$ cat config.mk
export PLATFORM = sky130hd
export DESIGN_NAME = mul8_unit
export DESIGN_NICKNAME = d
export VERILOG_FILES = /design/src/rtl/mul8_pkg.sv /design/src/rtl/mul8_decode.sv /design/src/rtl/mul8_core.sv /design/src/rtl/mul8_unit.sv
export SDC_FILE = /design/constraint.sdc
export NUM_CORES = 1
export LEC_CHECK = 0
export ABC_AREA = 0
export BUFFER_PORTS_ARGS = -buffer_cell sky130_fd_sc_hd__buf_2
export CAP_MARGIN = 15
export CELL_PAD_IN_SITES_DETAIL_PLACEMENT = 1
export CELL_PAD_IN_SITES_GLOBAL_PLACEMENT = 2
export CORE_UTILIZATION = 37
export CTS_BUF_LIST = sky130_fd_sc_hd__clkbuf_8 sky130_fd_sc_hd__clkbuf_16
export CTS_CLUSTER_DIAMETER = 200
export DETAILED_ROUTE_END_ITERATION = 8
export PLACE_DENSITY_LB_ADDON = 0.1
export RECOVER_POWER = 50
export SYNTH_ARGS = -nofsm -noshare
export SYNTH_HDL_FRONTEND = slang
export SYNTH_SLANG_ARGS = --single-unit
$ cat constraint.sdc
create_clock -name clk -period 11 [get_ports clk]
set_clock_uncertainty 0.15 [all_clocks]
set_input_delay 1.65 -clock clk [delete_from_list [all_inputs] [get_ports clk]]
set_output_delay 1.65 -clock clk [all_outputs]
set_load 0.005 [all_outputs]
$ cat src/rtl/mul8_pkg.sv
package mul8_pkg;
    localparam int REG_W   = 8;
    localparam int REG_CNT = 32;
    localparam int IDX_W   = $clog2(REG_CNT);
    localparam int PROD_W  = 2 * REG_W;
    localparam int OP_W    = 16;
    localparam int FLAG_W  = 8;
    localparam int CF_POS  = 0;
    localparam int ZF_POS  = 1;

    typedef enum logic [2:0] {
        MD_NONE,
        MD_UU,
        MD_SS,
        MD_SU,
        MD_FUU,
        MD_FSS,
        MD_FSU
    } mul_mode_e;

    typedef struct packed {
        logic             legal;
        mul_mode_e        mode;
        logic [IDX_W-1:0] d_idx;
        logic [IDX_W-1:0] s_idx;
    } mul_ctl_t;

    typedef struct packed {
        logic [PROD_W-1:0] value;
        logic              zf;
        logic              cf;
    } mul_res_t;

    function automatic logic mode_d_signed(mul_mode_e m);
        return (m == MD_SS) || (m == MD_SU) || (m == MD_FSS) || (m == MD_FSU);
    endfunction

    function automatic logic mode_s_signed(mul_mode_e m);
        return (m == MD_SS) || (m == MD_FSS);
    endfunction

    function automatic logic mode_frac(mul_mode_e m);
        return (m == MD_FUU) || (m == MD_FSS) || (m == MD_FSU);
    endfunction
endpackage

$ cat src/rtl/mul8_decode.sv
module mul8_decode
    import mul8_pkg::*;
(
    input  logic [OP_W-1:0] opcode,
    output mul_ctl_t        ctl
);
    always_comb begin
        ctl       = '0;
        ctl.mode  = MD_NONE;
        if (opcode[15:10] == 6'b100111) begin
            ctl.legal = 1'b1;
            ctl.mode  = MD_UU;
            ctl.d_idx = {opcode[8], opcode[7:4]};
            ctl.s_idx = {opcode[9], opcode[3:0]};
        end else if (opcode[15:8] == 8'h02) begin
            ctl.legal = 1'b1;
            ctl.mode  = MD_SS;
            ctl.d_idx = {1'b1, opcode[7:4]};
            ctl.s_idx = {1'b1, opcode[3:0]};
        end else if (opcode[15:8] == 8'h03) begin
            ctl.legal = 1'b1;
            ctl.d_idx = {2'b10, opcode[6:4]};
            ctl.s_idx = {2'b10, opcode[2:0]};
            case ({opcode[7], opcode[3]})
                2'b00:   ctl.mode = MD_SU;
                2'b01:   ctl.mode = MD_FUU;
                2'b10:   ctl.mode = MD_FSS;
                default: ctl.mode = MD_FSU;
            endcase
        end
    end
endmodule

$ cat src/rtl/mul8_core.sv
module mul8_core
    import mul8_pkg::*;
(
    input  logic [REG_W-1:0] d_val,
    input  logic [REG_W-1:0] s_val,
    input  mul_mode_e        mode,
    output mul_res_t         res
);
    localparam int EXT_W  = REG_W + 1;
    localparam int FULL_W = 2 * EXT_W;

    logic signed [EXT_W-1:0]  d_ext;
    logic signed [EXT_W-1:0]  s_ext;
    logic signed [FULL_W-1:0] full;
    logic [PROD_W-1:0]        raw;

    always_comb begin
        d_ext = {mode_d_signed(mode) & d_val[REG_W-1], d_val};
        s_ext = {mode_s_signed(mode) & s_val[REG_W-1], s_val};
        full  = d_ext * s_ext;
        raw   = full[PROD_W-1:0];
        res.cf    = raw[PROD_W-1];
        res.value = mode_frac(mode) ? {raw[PROD_W-2:0], 1'b0} : raw;
        res.zf    = (res.value == '0);
    end
endmodule

$ cat src/rtl/mul8_unit.sv
module mul8_unit
    import mul8_pkg::*;
(
    input  logic              clk,
    input  logic              rst,
    input  logic              op_valid,
    input  logic [OP_W-1:0]   opcode,
    input  logic [FLAG_W-1:0] flags_in,
    output logic [IDX_W-1:0]  dst_sel,
    output logic [IDX_W-1:0]  src_sel,
    input  logic [REG_W-1:0]  dst_val,
    input  logic [REG_W-1:0]  src_val,
    output logic              res_valid,
    output logic [PROD_W-1:0] res_prod,
    output logic [FLAG_W-1:0] flags_out
);
    mul_ctl_t          ctl;
    mul_res_t          res;
    logic [FLAG_W-1:0] flags_nx;

    mul8_decode u_decode (
        .opcode (opcode),
        .ctl    (ctl)
    );

    assign dst_sel = ctl.d_idx;
    assign src_sel = ctl.s_idx;

    mul8_core u_core (
        .d_val (dst_val),
        .s_val (src_val),
        .mode  (ctl.mode),
        .res   (res)
    );

    always_comb begin
        flags_nx         = flags_in;
        flags_nx[CF_POS] = res.cf;
        flags_nx[ZF_POS] = res.zf;
    end

    always_ff @(posedge clk) begin
        if (rst) begin
            res_valid <= 1'b0;
            res_prod  <= '0;
            flags_out <= '0;
        end else if (op_valid && ctl.legal) begin
            res_valid <= 1'b1;
            res_prod  <= res.value;
            flags_out <= flags_nx;
        end else begin
            res_valid <= 1'b0;
        end
    end
endmodule

Word level (Yosys, flattened, before mapping)

Cells that the tools add are included.

Multiplexer cells: 6
Reduce and logical (&&, ||, !) cells: 9
Equality and inequality tests: 10
Multiply operators: 1
Bitwise operators: 2

Operators by type and width:

| kind                                                            | number |
|---|---|
| 14-bit 2-to-1 mux                                               | 3 |
| 8-bit by 2-bit == test with 1-bit output, second input constant | 2 |
| 16-bit zero test                                                | 1 |
| 9-bit by 9-bit multiplier with 16-bit output                    | 1 |
| 16-bit 2-to-1 mux                                               | 1 |
| 3-bit == test, second input constant                            | 3 |
| 3-bit one-hot mux with 3 select lines                           | 1 |
| 3-bit by 2-bit == test with 1-bit output, second input constant | 2 |
| 6-bit == test, second input constant                            | 1 |
| 1-bit logical OR                                                | 6 |
| 1-bit AND                                                       | 2 |
| 2-bit by 1-bit == test with 1-bit output, second input constant | 1 |
| 2-bit == test, second input constant                            | 1 |
| 2-bit zero test                                                 | 1 |
| 1-bit logical AND                                               | 1 |
| 1-bit 2-to-1 mux                                                | 1 |

Flip-flop bits (word level): 25
Input port bits: 43
Logic and storage cells: 31
Output and inout bits: 35

Depth between registers and ports, before layout

Depth after elaboration: 13
Mapped depth: 23
Depth with buffers taken out: 22

Modules after synthesis

From an unflattened synthesis, not the netlist that was laid out.

Cells, all modules: 514
Area total of the unflattened synthesis: 4494.3 µm²

By module, submodules not included:

| module      | cells each | area each (µm²) | instances | sequential area each (µm²) |
|---|---|---|---|---|
| mul8_core   | 372        | 3101.7          | 1         | 0.0 |
| mul8_unit   | 112        | 1148.6          | 1         | 500.5 |
| mul8_decode | 30         | 244.0           | 1         | 0.0 |

Worst setup path before layout

Ideal clock, no wire load.

Kind: input-to-reg
Start: in opcode[3]
End: reg flags_out[1]
Required time: 10.793 ns
Stages: 23
Setup time: 0.057 ns
Path slack: 3.438 ns
Arrival time: 7.354 ns
Buffers on the path: 1
Path through: inv_1 ha_1 nor2b_1 a21boi_0 or3b_2 clkbuf_1 or2_2 fa_1 fa_1 inv_1 fa_1 fa_1 inv_1 fa_1 inv_1 ha_1 nand3_1 o2111ai_1 o31ai_1 o21ai_0 xor2_1 a2111oi_2 a21o_1

Word-level cells in the longest chain between the ends: 13
Elaborated cells on any way between the ends: 23
Classes of those cells: mul (1); eq/ne (7); mux (5); bitwise (2); reduce/logical (8)

Ends and longest elaborated chain:

| element                                                            | line                           | RTL |
|---|---|---|
| start, declared                                                    | mul8_unit.sv:7                 | `input logic [OP_W-1:0] opcode,` |
| 2-bit == test (tied with other cells)                              | mul8_decode.sv:24              | `case ({opcode[7], opcode[3]})` |
| 3-bit one-hot mux with 3 select lines (*)                          | mul8_decode.sv:24              |  |
| 14-bit 2-to-1 mux (*)                                              | mul8_decode.sv:20              | `end else if (opcode[15:8] == 8'h03) begin` |
| 14-bit 2-to-1 mux (*)                                              | mul8_decode.sv:15              | `end else if (opcode[15:8] == 8'h02) begin` |
| 14-bit 2-to-1 mux (*)                                              | mul8_decode.sv:10              | `if (opcode[15:10] == 6'b100111) begin` |
| 3-bit by 2-bit == test with 1-bit output, on equally long branches | mul8_pkg.sv:35, mul8_pkg.sv:39 |  |
| 1-bit logical OR (3 in a row)                                      | mul8_pkg.sv:35                 | `return (m == MD_SS) \|\| (m == MD_SU) \|\| (m == MD_FSS) \|\| (m == MD_FSU);` |
| 1-bit AND                                                          | mul8_core.sv:18                | `d_ext = {mode_d_signed(mode) & d_val[REG_W-1], d_val};` |
| 9-bit by 9-bit multiplier with 16-bit output                       | mul8_core.sv:20                | `full = d_ext * s_ext;` |
| 16-bit 2-to-1 mux (*)                                              | mul8_core.sv:23                | `res.value = mode_frac(mode) ? {raw[PROD_W-2:0], 1'b0} : raw;` |
| 16-bit zero test (*)                                               | mul8_core.sv:24                | `res.zf = (res.value == '0);` |
| end signal, assigned                                               | mul8_unit.sv:50                | `flags_out <= flags_nx;` |
| end, declared                                                      | mul8_unit.sv:15                | `output logic [FLAG_W-1:0] flags_out` |

Every way passes the cells marked *; elsewhere a longest branch is shown, timed or not.
A chain may end at the register's enable or synchronous reset.

Worst setup path after layout

Ends and elaborated chain as after synthesis.

==> results_dict.tcl <==
set metrics [dict create \
    p_per_area_mw_per_mm2 119 \
    drcViolationCount 0 \
    ctsResizeCount 0 \
    hold_buffers 0 \
    fin_total_pwr_w 0.000537 \
    routed_wl_um 9680 \
    cp.required_ns 11.07 \
    crit_cells 23 \
    die-area_mm2 0.0114 \
    fp.dieW_um 107 \
    whs_ns 0.310 \
    postCtsSetupBuffers 0 \
    crit_fanout 8 \
    synth_fp_nets 619 \
    finalSetupTns_ns 0 \
    cts.sink_count 25 \
    portBuffers 75 \
    r2r_slack_ns 10.09 \
    cts_tree "built" \
    htreeDepth 1 \
    cp_num_buf_inv 5 \
    grt_pass1_wl_um 17300 \
    grt-ovfl-total 0 \
    violations "max-capacitance violations, max-slew violations" \
    cellLeakagePower_nw 2.16 \
    setup_viol 0 \
    area_delta_synth_final_pct 11.2 \
    gp_congestion 0.758 \
    max_freq_mhz 127 \
    cp_slowest_cell "or3b_2" \
    grt_use_met1_pct 23.6 \
    synth.largest_area_cell "fa_1" \
    cp_top_family "adder cells" \
    max-vdd-ir-drop_mv 0.0649 \
    clk_pin_slew_ns 0.08 \
    finalCritPeriodShare_pct 71.3 \
    tightest_slew_ns 1.62 \
    pin_count 78 \
    seq_area_frac_synth_pct 12.3 \
    reg2reg_depth 2 \
    path_class "in -> reg" \
    cts_made_buffers 3 \
    use_met2_pct 35.4 \
    status "finished with violations" \
    synth.distinct_cells 49 \
    grt_pass1_vias 3743 \
    drive_gt1_share_pct 12.9 \
    cpPeakStageDelay_ns 0.63 \
    dp_hpwl_um 8070 \
    finalHoldViolCount 0 \
    ant_nets 0 \
    yosys_warnings 0 \
    cp_common_cell "fa_1" \
    grt_max_degree 34 \
    syn_area_per_cell_um2 8.53 \
    rsz0062_at_grt "false" \
    synth_top_area_share_pct 30.5 \
    worstHoldPathCells 2 \
    clk_latency_ns 0.26 \
    syn_area_mm2 0.00407 \
    grt.total_usage_pct 18.6 \
    arrival_ns 7.91 \
    core_mm2 0.0105 \
    hp-class "reg -> reg" \
    num_vias 3356 \
    dieHeight_um 107 \
    max_cap_violations 1 \
    wl_per_cell_um 14.5 \
    drv_slew 34 \
    start_util_pct 38.7 \
    cts_root_buffer "clkbuf_8" \
    grtUsageMet3_pct 1.64 \
    cp_cell_sequence "buf_2 > inv_1 > ha_1 > nor2b_1 > a21boi_0 > or3b_2 > or2_2 > fa_1 > fa_1 > inv_1 > fa_1 > fa_1 > inv_1 > fa_1 > inv_1 > ha_1 > nand3_1 > o2111ai_1 > o31ai_1 > xor2_1 > nand4_1 > a2111oi_2 > a21o_1" \
    rows 37 \
    netlist_instances 477 \
    cts_buffer_depth 2 \
    min_period_ns 7.84 \
    drt_iter0_drc 59 \
    grt_antenna_before_repair 0 \
    n_antenna_cell 0 \
    synth_seq_cells 25 \
    vias_per_cell 5.02 \
    nets 676 \
    busiest_layer "met2" \
    first_pass_iters 4 \
    synth.area.top_cells "fa_1 31%, dfxtp_1 12%, ha_1 11%" \
    relSlewSlack_pct -8.08 \
    worstSetupStartpointType "input pin" \
    end_kind "flop" \
]
worst reg2reg max path, stage by stage (launching register included):
cell and delay [ns]:
dfxtp_1 0.34, nor2_1 0.05, a311oi_1 0.29
routing by layer:
metal,vias to the layer above,part of all wire (%)
li1,1620,-
met4,0,0.18
met5,-,0
met3,2,1.7
met2,38,52
met1,1696,46
cell usage after synthesis (all sizes together):
| cell | instances |
|---|---|
| a2111oi | 1 |
| a211oi | 4 |
| a21bo | 1 |
| a21boi | 1 |
| a21o | 5 |
| a21oi | 17 |
| a221oi | 1 |
| a22oi | 2 |
| a311oi | 7 |
| a31oi | 1 |
| and2 | 50 |
| and3 | 1 |
| buf | 7 |
| clkbuf | 16 |
| dfxtp | 25 |
| fa | 62 |
| ha | 37 |
| inv | 68 |
| mux2 | 1 |
| mux2i | 1 |
| nand2 | 75 |
| nand2b | 1 |
| nand3 | 5 |
| nand4 | 3 |
| nand4bb | 1 |
| nor2 | 28 |
| nor2b | 2 |
| nor3 | 7 |
| nor3b | 1 |
| nor4 | 3 |
| nor4b | 3 |
| o2111ai | 2 |
| o211ai | 3 |
| o21ai | 5 |
| o21bai | 1 |
| o31a | 1 |
| o31ai | 1 |
| o32ai | 1 |
| or2 | 2 |
| or3 | 3 |
| or3b | 1 |
| xnor2 | 14 |
| xor2 | 6 |
final timing paths:
kind,startpoint,to
worst max register to register,res_prod[11],res_prod[11]
worst max-delay path,opcode[3],flags_out[1]
worst min register to register,res_prod[13],res_prod[13]
worst min-delay path,res_prod[13],res_prod[13]
through the flow:
stage	area, um^2	instances	util [%]	setup slack (ns)
6_report	4520	669	43.1	3.16
5_1_grt	4520	669	43.1	2.66
4_1_cts	4560	669	43.4	3.12
3_5_place_dp	4520	665	43.0	2.85
3_3_place_gp	4520	665	43.0	2.91
2_1_floorplan	4070	477	-	3.44
registers in the layout (all words and copies together) (netlist names):
register and count:
res_prod 16, flags_out 8, res_valid 1
cells in the final DEF (no fill, tap or decap), drive strengths merged, types with 2 or more instances in the layout:
| cell type | synthesis | routed |
|---|---|---|
| or2 | 2 | 2 |
| nor4b | 3 | 3 |
| nand3 | 5 | 5 |
| a21o | 5 | 5 |
| a211oi | 4 | 4 |
| o211ai | 3 | 3 |
| nand4 | 3 | 3 |
| nand2 | 75 | 75 |
| dfxtp | 25 | 25 |
| fa | 62 | 62 |
| or3 | 3 | 3 |
| nor2 | 28 | 28 |
| o2111ai | 2 | 2 |
| xor2 | 6 | 6 |
| a22oi | 2 | 2 |
| nor2b | 2 | 2 |
| a311oi | 7 | 7 |
| ha | 37 | 37 |
| a21oi | 17 | 17 |
| nor4 | 3 | 3 |
| o21ai | 5 | 5 |
| xnor2 | 14 | 14 |
| nor3 | 7 | 7 |
| and2 | 50 | 50 |
| inv | 68 | 69 |
| clkbuf | 16 | 20 |
| buf | 7 | 58 |
layout make-up:
cell class	instances	area [um^2]
fillers	1309	5980
multi-input cells	361	3200
flip-flops and latches	25	500
repair buffers	75	354
inverters	68	255
well taps	136	170
clock buffers	3	41.3
clock inverters	1	3.75
logic make-up after synthesis:
kind of cell               after synthesis  share of synthesized area [%]
and+or+nand+nor                        186                           23.0
buffers and inverters                   91                           8.70
muxes                                    2                          0.615
DFF                                     25                           12.3
adders and majority gates               99                           41.9
AOI/OAI and AO/OA                       54                           9.19
xor gates and xnor gates                20                           4.31
power breakdown:
group	leakage [nW]	switching, W	internal, W
Clock	0.0269	0.0000282	0.0000250
Sequential	0.202	0.000000440	0.0000913
Combinational	1.93	0.000227	0.000164
(Power assumes the default switching activity.)
